[src/rtl/timer_pkg.sv]
package timer_pkg;
  localparam int unsigned SRC_W  = 2;
  localparam int unsigned PSC_W  = 3;
  localparam int unsigned NUM_SRC = 1 << SRC_W;
  localparam int unsigned CTRL_W = 8;

  // bit order is the software-visible layout
  typedef struct packed {
    logic             one_shot;  // 7
    logic [PSC_W-1:0] psc;       // 6:4
    logic [SRC_W-1:0] src;       // 3:2
    logic             reload;    // 1
    logic             run;       // 0
  } ctrl_t;

  localparam logic [3:0] SUB_CTRL = 4'h0;
  localparam logic [3:0] SUB_INTV = 4'h4;
  localparam logic [3:0] SUB_CNT  = 4'h8;
endpackage

[src/rtl/timer_prescaler.sv]
module timer_prescaler #(
  parameter int unsigned PSC_W = 3
) (
  input  logic             clk_i,
  input  logic             rst_ni,
  input  logic             clr_i,
  input  logic             tick_i,
  input  logic [PSC_W-1:0] sel_i,
  output logic             pulse_o
);
  localparam int unsigned DIV_W = (1 << PSC_W) - 1;

  logic [DIV_W-1:0] pcnt_q;
  logic [DIV_W-1:0] mask;

  assign mask    = (DIV_W'(1) << sel_i) - DIV_W'(1);
  assign pulse_o = tick_i && ((pcnt_q & mask) == mask);

  always_ff @(posedge clk_i or negedge rst_ni) begin
    if (!rst_ni)      pcnt_q <= '0;
    else if (clr_i)   pcnt_q <= '0;
    else if (tick_i)  pcnt_q <= pcnt_q + DIV_W'(1);
  end
endmodule

[src/rtl/timer_channel.sv]
module timer_channel
  import timer_pkg::*;
#(
  parameter int unsigned CNT_W = 32
) (
  input  logic               clk_i,
  input  logic               rst_ni,
  input  logic               ctrl_we_i,
  input  logic               intv_we_i,
  input  logic               cnt_we_i,
  input  logic [CNT_W-1:0]   wdata_i,
  input  logic [NUM_SRC-1:0] tick_i,
  output ctrl_t              ctrl_o,
  output logic [CNT_W-1:0]   intv_o,
  output logic [CNT_W-1:0]   cnt_o,
  output logic               expire_o
);
  ctrl_t            ctrl_q;
  logic [CNT_W-1:0] intv_q, cnt_q;
  logic             src_tick, pulse, at_zero;

  assign src_tick = tick_i[ctrl_q.src] && ctrl_q.run;
  assign at_zero  = (cnt_q == '0);

  timer_prescaler #(.PSC_W(PSC_W)) u_psc (
    .clk_i   (clk_i),
    .rst_ni  (rst_ni),
    .clr_i   (!ctrl_q.run || ctrl_q.reload),
    .tick_i  (src_tick),
    .sel_i   (ctrl_q.psc),
    .pulse_o (pulse)
  );

  assign expire_o = pulse && at_zero && !ctrl_q.reload;

  always_ff @(posedge clk_i or negedge rst_ni) begin
    if (!rst_ni) begin
      ctrl_q <= '0;
    end else if (ctrl_we_i) begin
      ctrl_q <= ctrl_t'(wdata_i[CTRL_W-1:0]);
    end else begin
      if (ctrl_q.reload)                   ctrl_q.reload <= 1'b0;
      if (expire_o && ctrl_q.one_shot)     ctrl_q.run    <= 1'b0;
    end
  end

  always_ff @(posedge clk_i or negedge rst_ni) begin
    if (!rst_ni)        intv_q <= '0;
    else if (intv_we_i) intv_q <= wdata_i;
  end

  always_ff @(posedge clk_i or negedge rst_ni) begin
    if (!rst_ni)             cnt_q <= '0;
    else if (cnt_we_i)       cnt_q <= wdata_i;
    else if (ctrl_q.reload)  cnt_q <= intv_q;
    else if (pulse) begin
      if (!at_zero)              cnt_q <= cnt_q - CNT_W'(1);
      else if (!ctrl_q.one_shot) cnt_q <= intv_q;
    end
  end

  assign ctrl_o = ctrl_q;
  assign intv_o = intv_q;
  assign cnt_o  = cnt_q;

  assert_reload_clears_R4: assert property (@(posedge clk_i) disable iff (!rst_ni)
    ctrl_q.reload && !ctrl_we_i |=> !ctrl_q.reload);
  assert_reload_loads_R4: assert property (@(posedge clk_i) disable iff (!rst_ni)
    ctrl_q.reload && !cnt_we_i |=> cnt_q == $past(intv_q));
  assert_count_step_R3: assert property (@(posedge clk_i) disable iff (!rst_ni)
    pulse && !at_zero && !ctrl_q.reload && !cnt_we_i |=> cnt_q == $past(cnt_q) - CNT_W'(1));
  assert_hold_stopped_R3: assert property (@(posedge clk_i) disable iff (!rst_ni)
    !ctrl_q.run && !ctrl_q.reload && !cnt_we_i |=> $stable(cnt_q));
  assert_periodic_reload_R6: assert property (@(posedge clk_i) disable iff (!rst_ni)
    expire_o && !ctrl_q.one_shot && !cnt_we_i |=> cnt_q == $past(intv_q));
  assert_one_shot_stop_R7: assert property (@(posedge clk_i) disable iff (!rst_ni)
    expire_o && ctrl_q.one_shot && !ctrl_we_i && !cnt_we_i |=> !ctrl_q.run && cnt_q == '0);
endmodule

[src/rtl/multi_timer.sv]
module multi_timer
  import timer_pkg::*;
#(
  parameter int unsigned NUM_CH = 2,
  parameter int unsigned CNT_W  = 32,
  parameter int unsigned ADDR_W = 8
) (
  input  logic              clk_i,
  input  logic              rst_ni,
  input  logic [ADDR_W-1:0] addr_i,
  input  logic              we_i,
  input  logic [CNT_W-1:0]  wdata_i,
  output logic [CNT_W-1:0]  rdata_o,
  input  logic [3:0]        tick_i,
  output logic              irq_o
);
  localparam int unsigned BLK_W = ADDR_W - 4;
  localparam logic [ADDR_W-1:0] OFF_MASK = ADDR_W'(8'h00);
  localparam logic [ADDR_W-1:0] OFF_STS  = ADDR_W'(8'h04);

  logic [NUM_CH-1:0] mask_q, sts_q, expire;
  ctrl_t             ch_ctrl [NUM_CH];
  logic [CNT_W-1:0]  ch_intv [NUM_CH];
  logic [CNT_W-1:0]  ch_cnt  [NUM_CH];
  logic              sts_we;

  assign sts_we = we_i && (addr_i == OFF_STS);

  for (genvar i = 0; i < NUM_CH; i++) begin : g_ch
    logic hit;
    assign hit = (addr_i[ADDR_W-1:4] == BLK_W'(i + 1));

    timer_channel #(.CNT_W(CNT_W)) u_ch (
      .clk_i     (clk_i),
      .rst_ni    (rst_ni),
      .ctrl_we_i (we_i && hit && addr_i[3:0] == SUB_CTRL),
      .intv_we_i (we_i && hit && addr_i[3:0] == SUB_INTV),
      .cnt_we_i  (we_i && hit && addr_i[3:0] == SUB_CNT),
      .wdata_i   (wdata_i),
      .tick_i    (tick_i[NUM_SRC-1:0]),
      .ctrl_o    (ch_ctrl[i]),
      .intv_o    (ch_intv[i]),
      .cnt_o     (ch_cnt[i]),
      .expire_o  (expire[i])
    );

    // expiry beats a same-cycle clear
    always_ff @(posedge clk_i or negedge rst_ni) begin
      if (!rst_ni)                     sts_q[i] <= 1'b0;
      else if (expire[i])              sts_q[i] <= 1'b1;
      else if (sts_we && wdata_i[i])   sts_q[i] <= 1'b0;
    end

    assert_sts_set_R6: assert property (@(posedge clk_i) disable iff (!rst_ni)
      expire[i] |=> sts_q[i]);
    assert_sts_sticky_R8: assert property (@(posedge clk_i) disable iff (!rst_ni)
      sts_q[i] && !(sts_we && wdata_i[i]) |=> sts_q[i]);
  end

  always_ff @(posedge clk_i or negedge rst_ni) begin
    if (!rst_ni)                          mask_q <= '0;
    else if (we_i && addr_i == OFF_MASK)  mask_q <= wdata_i[NUM_CH-1:0];
  end

  assign irq_o = |(sts_q & mask_q);

  always_comb begin
    rdata_o = '0;
    if (addr_i == OFF_MASK) rdata_o = CNT_W'(mask_q);
    if (addr_i == OFF_STS)  rdata_o = CNT_W'(sts_q);
    for (int i = 0; i < NUM_CH; i++) begin
      if (addr_i[ADDR_W-1:4] == BLK_W'(i + 1)) begin
        case (addr_i[3:0])
          SUB_CTRL: rdata_o = CNT_W'(ch_ctrl[i]);
          SUB_INTV: rdata_o = ch_intv[i];
          SUB_CNT:  rdata_o = ch_cnt[i];
          default:  rdata_o = '0;
        endcase
      end
    end
  end

  assert_irq_needs_mask_R9: assert property (@(posedge clk_i) disable iff (!rst_ni)
    (mask_q == '0) |-> !irq_o);
endmodule

[config.mk]
export PLATFORM = sky130hd
export DESIGN_NAME = multi_timer
export DESIGN_NICKNAME = d
export VERILOG_FILES = /design/src/rtl/timer_pkg.sv /design/src/rtl/timer_prescaler.sv /design/src/rtl/timer_channel.sv /design/src/rtl/multi_timer.sv
export SDC_FILE = /design/constraint.sdc
export NUM_CORES = 1
export LEC_CHECK = 0
export ABC_AREA = 1
export BUFFER_PORTS_ARGS = -buffer_cell sky130_fd_sc_hd__buf_2
export CORE_ASPECT_RATIO = 0.7
export CORE_MARGIN = 3
export CORE_UTILIZATION = 60
export DETAILED_ROUTE_END_ITERATION = 10
export GPL_ROUTABILITY_DRIVEN = 0
export GPL_TIMING_DRIVEN = 0
export PLACE_DENSITY = 0.86
export SKIP_CTS_REPAIR_TIMING = 1
export SYNTH_ARGS = -nofsm -noshare
export SYNTH_HDL_FRONTEND = slang
export SYNTH_HIERARCHICAL = 1
export SYNTH_SLANG_ARGS = --single-unit
[constraint.sdc]
create_clock -name clk_i -period 7.2 [get_ports clk_i]
set_clock_uncertainty 0.15 [all_clocks]
set_input_delay 1.44 -clock clk_i [delete_from_list [all_inputs] [get_ports clk_i]]
set_output_delay 1.44 -clock clk_i [all_outputs]
set_load 0.05 [all_outputs]
# Word level (Yosys, flattened, before mapping)
# Index checks and enable logic that the tools add are counted.
# word_totals
out_inout_bits	33
wordCells	116
in_bits	47
regBits	162
# classes
bitwise_logic	3
mux	32
n_addsub	6
eq_ne	9
n_lt_le_gt_ge	2
shifts	2
n_reduce_logical	43
# ops
op	count
two-way mux 32 bit	13
one-hot mux 32 bit (3 select lines)	2
logical NOT 32 bit	2
subtractor 32 x 1 -> 32 bit, second input constant	2
two-way mux 7 bit	4
logical AND 1 bit	22
adder 7 x 1 -> 7 bit, second input constant	2
AND 7 bit	2
== test 7 bit	2
<< shifter 1 x 3 -> 7 bit, first input constant	2
subtractor 7 x 2 -> 7 bit, second input constant	2
nonzero test 2 bit	6
== test 8 x 3 -> 1 bit, second input constant	1
logical NOT 8 bit	1
two-way mux 1 bit	8
!= test 4 x 3 -> 1 bit, second input constant	2
< comparator 2 x 3 -> 1 bit, second input constant	2
two-way mux 2 bit	3
nonzero test 3 bit	2
binary-select mux 1 bit (select 2 bit)	2
== test 4 x 1 -> 1 bit, second input constant	1
== test 4 x 2 -> 1 bit, second input constant	1
== test 4 x 3 -> 1 bit, second input constant	1
== test 4 bit, second input constant	1
other kinds (6)	11

# Logic depth before layout (Yosys ltp)
# depth
depth_word	10
depth_mapped	15
mapped_depth_nobuf	14

# Hierarchy
# Netlist, hierarchy kept.
# by_module_without_submodules
module	area_each_um2	instances	cells_each	seq_area_each_um2
timer_channel at g_ch[0].u_ch	4352.9	1	600	1801.7
timer_channel at g_ch[1].u_ch	4286.6	1	587	1801.7
multi_timer	1801.7	1	398	100.1
timer_prescaler	446.7	2	63	175.2

# Worst setup path before layout
# Ideal clock, no wire load.
# synth_path
kind	input port to output port
startpoint	input addr_i[1]
endpoint	output rdata_o[24]
cell_stages	7
t_required_ns	5.610
arrival_time_ns	2.504
path_buffers	2
path_slack_ns	3.106
cell_sequence	nor2_2 buf_4 buf_2 nand3_1 nand2_1 nand2_1 nand2_1
# synth_via
elab_chain_len	4
word_cells_on_any_way	7
classes_between	eq/ne: 2; mux: 4; reduce/logical: 1
# synth_lines
element	line	text
start, declared	multi_timer.sv:10	input logic [ADDR_W-1:0] addr_i,
== test 4 bit (tied with other cells)	multi_timer.sv:73	case (addr_i[3:0])
one-hot mux 32 bit (3 select lines)	multi_timer.sv:73	
two-way mux 32 bit	multi_timer.sv:72	if (addr_i[ADDR_W-1:4] == BLK_W'(i + 1)) begin
two-way mux 32 bit *	multi_timer.sv:72	
end, declared	multi_timer.sv:13	output logic [CNT_W-1:0] rdata_o,
# Every way passes the cells marked *; elsewhere a longest branch is shown, timed or not.

# Worst setup path in the final report
# layout_path
startpoint	input addr_i[1]
endpoint	output rdata_o[16]
# The elaborated chain is that of the path after synthesis.

==> summary.txt <==
Route
  – Met3 WL: 6810 microns
  – Vias: 12780
  – DRC viols: 0
  – Antenna-violating nets left: 0
  – Routed WL per cell: 19.7 microns
  – Vias/cell: 6.21
  – M1 wire length: 15400 microns
  – First-pass iteration count of the detailed router: 7
  – Drt first-iter violations: 2234
  – Met2 wire length: 16500 microns
  – DR top layer: met4
  – Post-Route WL: 40600 microns

STA
  – Final-report hold violation count: 0
  – Worst Tran Pin Value: 0.834 ns
  – Max frequency: 208 MHz
  – Relative slew margins: 44.4%
  – Setup TNS: 0 ns
  – RSZ-0062 raised after global routing: false
  – Fin Hold WS: 0.360 ns
  – Max-slew violations: 0
  – Setup violations, final: 0
  – Tcrit/Tclk final: 66.7%
  – Crit path time final: 4.80 ns

Final layout
  – Nets: 1863
  – Fillers: 1570
  – Final Instance Area: 12600 sq um
  – Most frequent cells in the layout: nand2_1 (619), nand3_1 (189), dfrtp_1 (162)
  – Commonest non-fill, non-tap cell in the layout: nand2_1
  – Area growth from synthesis to layout: 11.6%
  – Layout Cells excl Fill: 2058
  – Ratio of cells with drive above 1 in the final layout: 13.3%

GRT
  – Number of global-route vias before repair: 11450
  – Global-route wire length before repair: 62200 microns
  – Initial antenna violation count: 0
  – Largest net degree at the start of global routing: 112
  – Total Routing Usage GR: 39.3%
  – Total grt overflow: 0

Worst setup path
  – Critical path fanouts, max: 10
  – CP Data Required Time: 5.61 ns
  – CP bufs+invs: 3
  – Cell family with most CP delay: buffers and inverters
  – CP Data Arrival Time: 3.21 ns
  – Setup CP Type: primary input to primary output
  – Kind of start point of the critical path: primary input
  – Most frequent CP cell: nand2_1
  – Slowest cell on crit path: clkbuf_1
  – Worst path cell trace: buf_2 > nor2_2 > clkbuf_1 > nand3_1 > nand2_1 > nand2_1 > nand2_1 > buf_2
  – CP max stage delay: 0.49 ns
  – Worst setup EP type: primary output

Synthesis
  – Post-Syn Area per Cell: 6.62 sq um
  – FF+latch count, synth: 162
  – Post-Syn Nets: 1764
  – Synthesized area: 11300 sq um
  – Yosys Warn Count: 6
  – Register area share after synthesis: 35.8%
  – Netlist cell types: 36
  – Mapped Cells: 1711

Die
  – Core footprint: 18300 sq um
  – Die area: 20600 sq um
  – Die width: 170 microns
  – Row count: 41
  – I/O pin cnt: 80
  – Die H: 121 microns
  – Initial Utilization: 62.1%

Clock network
  – CTS root buf: clkbuf_16
  – Clk slew on worst S/H paths: 0.06 ns
  – Worst skew pair latency: 0.44 ns
  – Longest Clk Path Bufs: 2
  – Clock net sink count: 162
  – TritonCTS Buffers: 17
  – CTS tree: yes
  – H-tree levels: 4

Placement
  – Dpl cells: 2027
  – Post-Place Cell Area: 12100 sq um
  – PortBufs: 79
  – Post-DP HPWL: 30100 microns

Outcome
  – Outcome: finished clean

Hold path
  – Min-Delay Path Class: flop to flop

Power
  – Maximum VDD drop: 0.156 mV
  – Power Density: 247 nW/um^2
  – Tot Pwr: 0.00313 W
  – LEAKAGE: 6.62 nW

Job
  – Max-cap violations: 0
power by group:
group	switching [W]	internal, W
Clock	0.000374	0.000551
Sequential	0.000186	0.00103
Combinational	0.000651	0.000337
logic make-up (layout without fill, tap and decap cells):
| group | count (synthesis) | in the layout | synth area share, % |
|---|---|---|---|
| muxes | 14 | 14 | 1.39 |
| other | 0 | 1 | 0 |
| adders and majority gates | 6 | 6 | 0.662 |
| buffers and inverters | 234 | 344 | 8.81 |
| xor gates and xnor gates | 35 | 35 | 2.70 |
| DFF | 162 | 162 | 35.8 |
| AOI/OAI and AO/OA | 209 | 209 | 10.8 |
| and+or+nand+nor | 1051 | 1051 | 39.9 |
worst min-delay path, delay by kind of cell (launching register included):
kind          cells  cell delay (ns)
flops             1             0.37
simple gates      2             0.11
per-stage QoR:
step | util (%) | setup WS (ns)
3_3_place_gp | 65.8 | 2.00
4_1_cts | 69.2 | 2.53
6_report | 69.2 | 2.40
5_1_grt | 69.2 | 2.34
3_5_place_dp | 66.1 | 2.54
2_1_floorplan | - | 3.11
cell usage after synthesis (all sizes together):
cell type  number  area share [%]
buf            44             2.5
nand3         193             8.7
nor3            5            0.31
a22oi          40             2.6
clkbuf         26            0.86
o21bai          2            0.33
a22o            1           0.077
nand2         640              22
xnor2          23             1.8
ha              6            0.66
xor2           12            0.93
nand3b          5            0.33
mux2           14             1.4
a21boi         14            0.93
nor2          187             7.5
nand4          20             1.1
inv           160             5.3
or2             1           0.055
clkinv          4            0.13
o21ai         116             5.2
a21oi          36             1.6
dfrtp         162              36
final cells by class:
type,instances,area [sq um],share of cell area (%)
repair buffers,80,433,3.42
plain buffers,70,380,3.01
diodes,1,2.50,0.0198
well taps,236,295,2.34
multi-input cells,1315,6280,49.7
flip-flops and latches,162,4050,32.1
clock inverters,5,75.1,0.594
clock buffers,25,505,4.00
inverters,164,618,4.89
per-layer routing:
layer	track usage, %	up-vias
li1	-	5680
met1	56.2	5820
met2	55.0	1086
met3	12.3	194
met4	16.2	0
met5	0	-
state kept, by name, indices dropped and copies added (netlist names):
register and cells:
g_ch.u_ch/cnt_o 64, g_ch.u_ch/ctrl_o 16, g_ch.u_ch/intv_o 64, g_ch.u_ch/u_psc/pcnt_q 14
mask_q 2, sts_q 2
path summary, 6_finish.rpt:
path,startpoint,endpoint,slack (ns),cells after the start
max in group asynchronous,rst_ni,g_ch[0].u_ch/cnt_o[1],5.24,2
hold reg to reg,mask_q[1],mask_q[1],0.36,2
setup / recovery,addr_i[1],rdata_o[16],2.40,8
min in group asynchronous,rst_ni,g_ch[1].u_ch/cnt_o[23],0.76,1
setup reg to reg,g_ch[0].u_ch/ctrl_o[2],g_ch[0].u_ch/cnt_o[17],4.17,14
hold / removal,mask_q[1],mask_q[1],0.36,2
No activity file was read; power rests on OpenSTA's default activity.
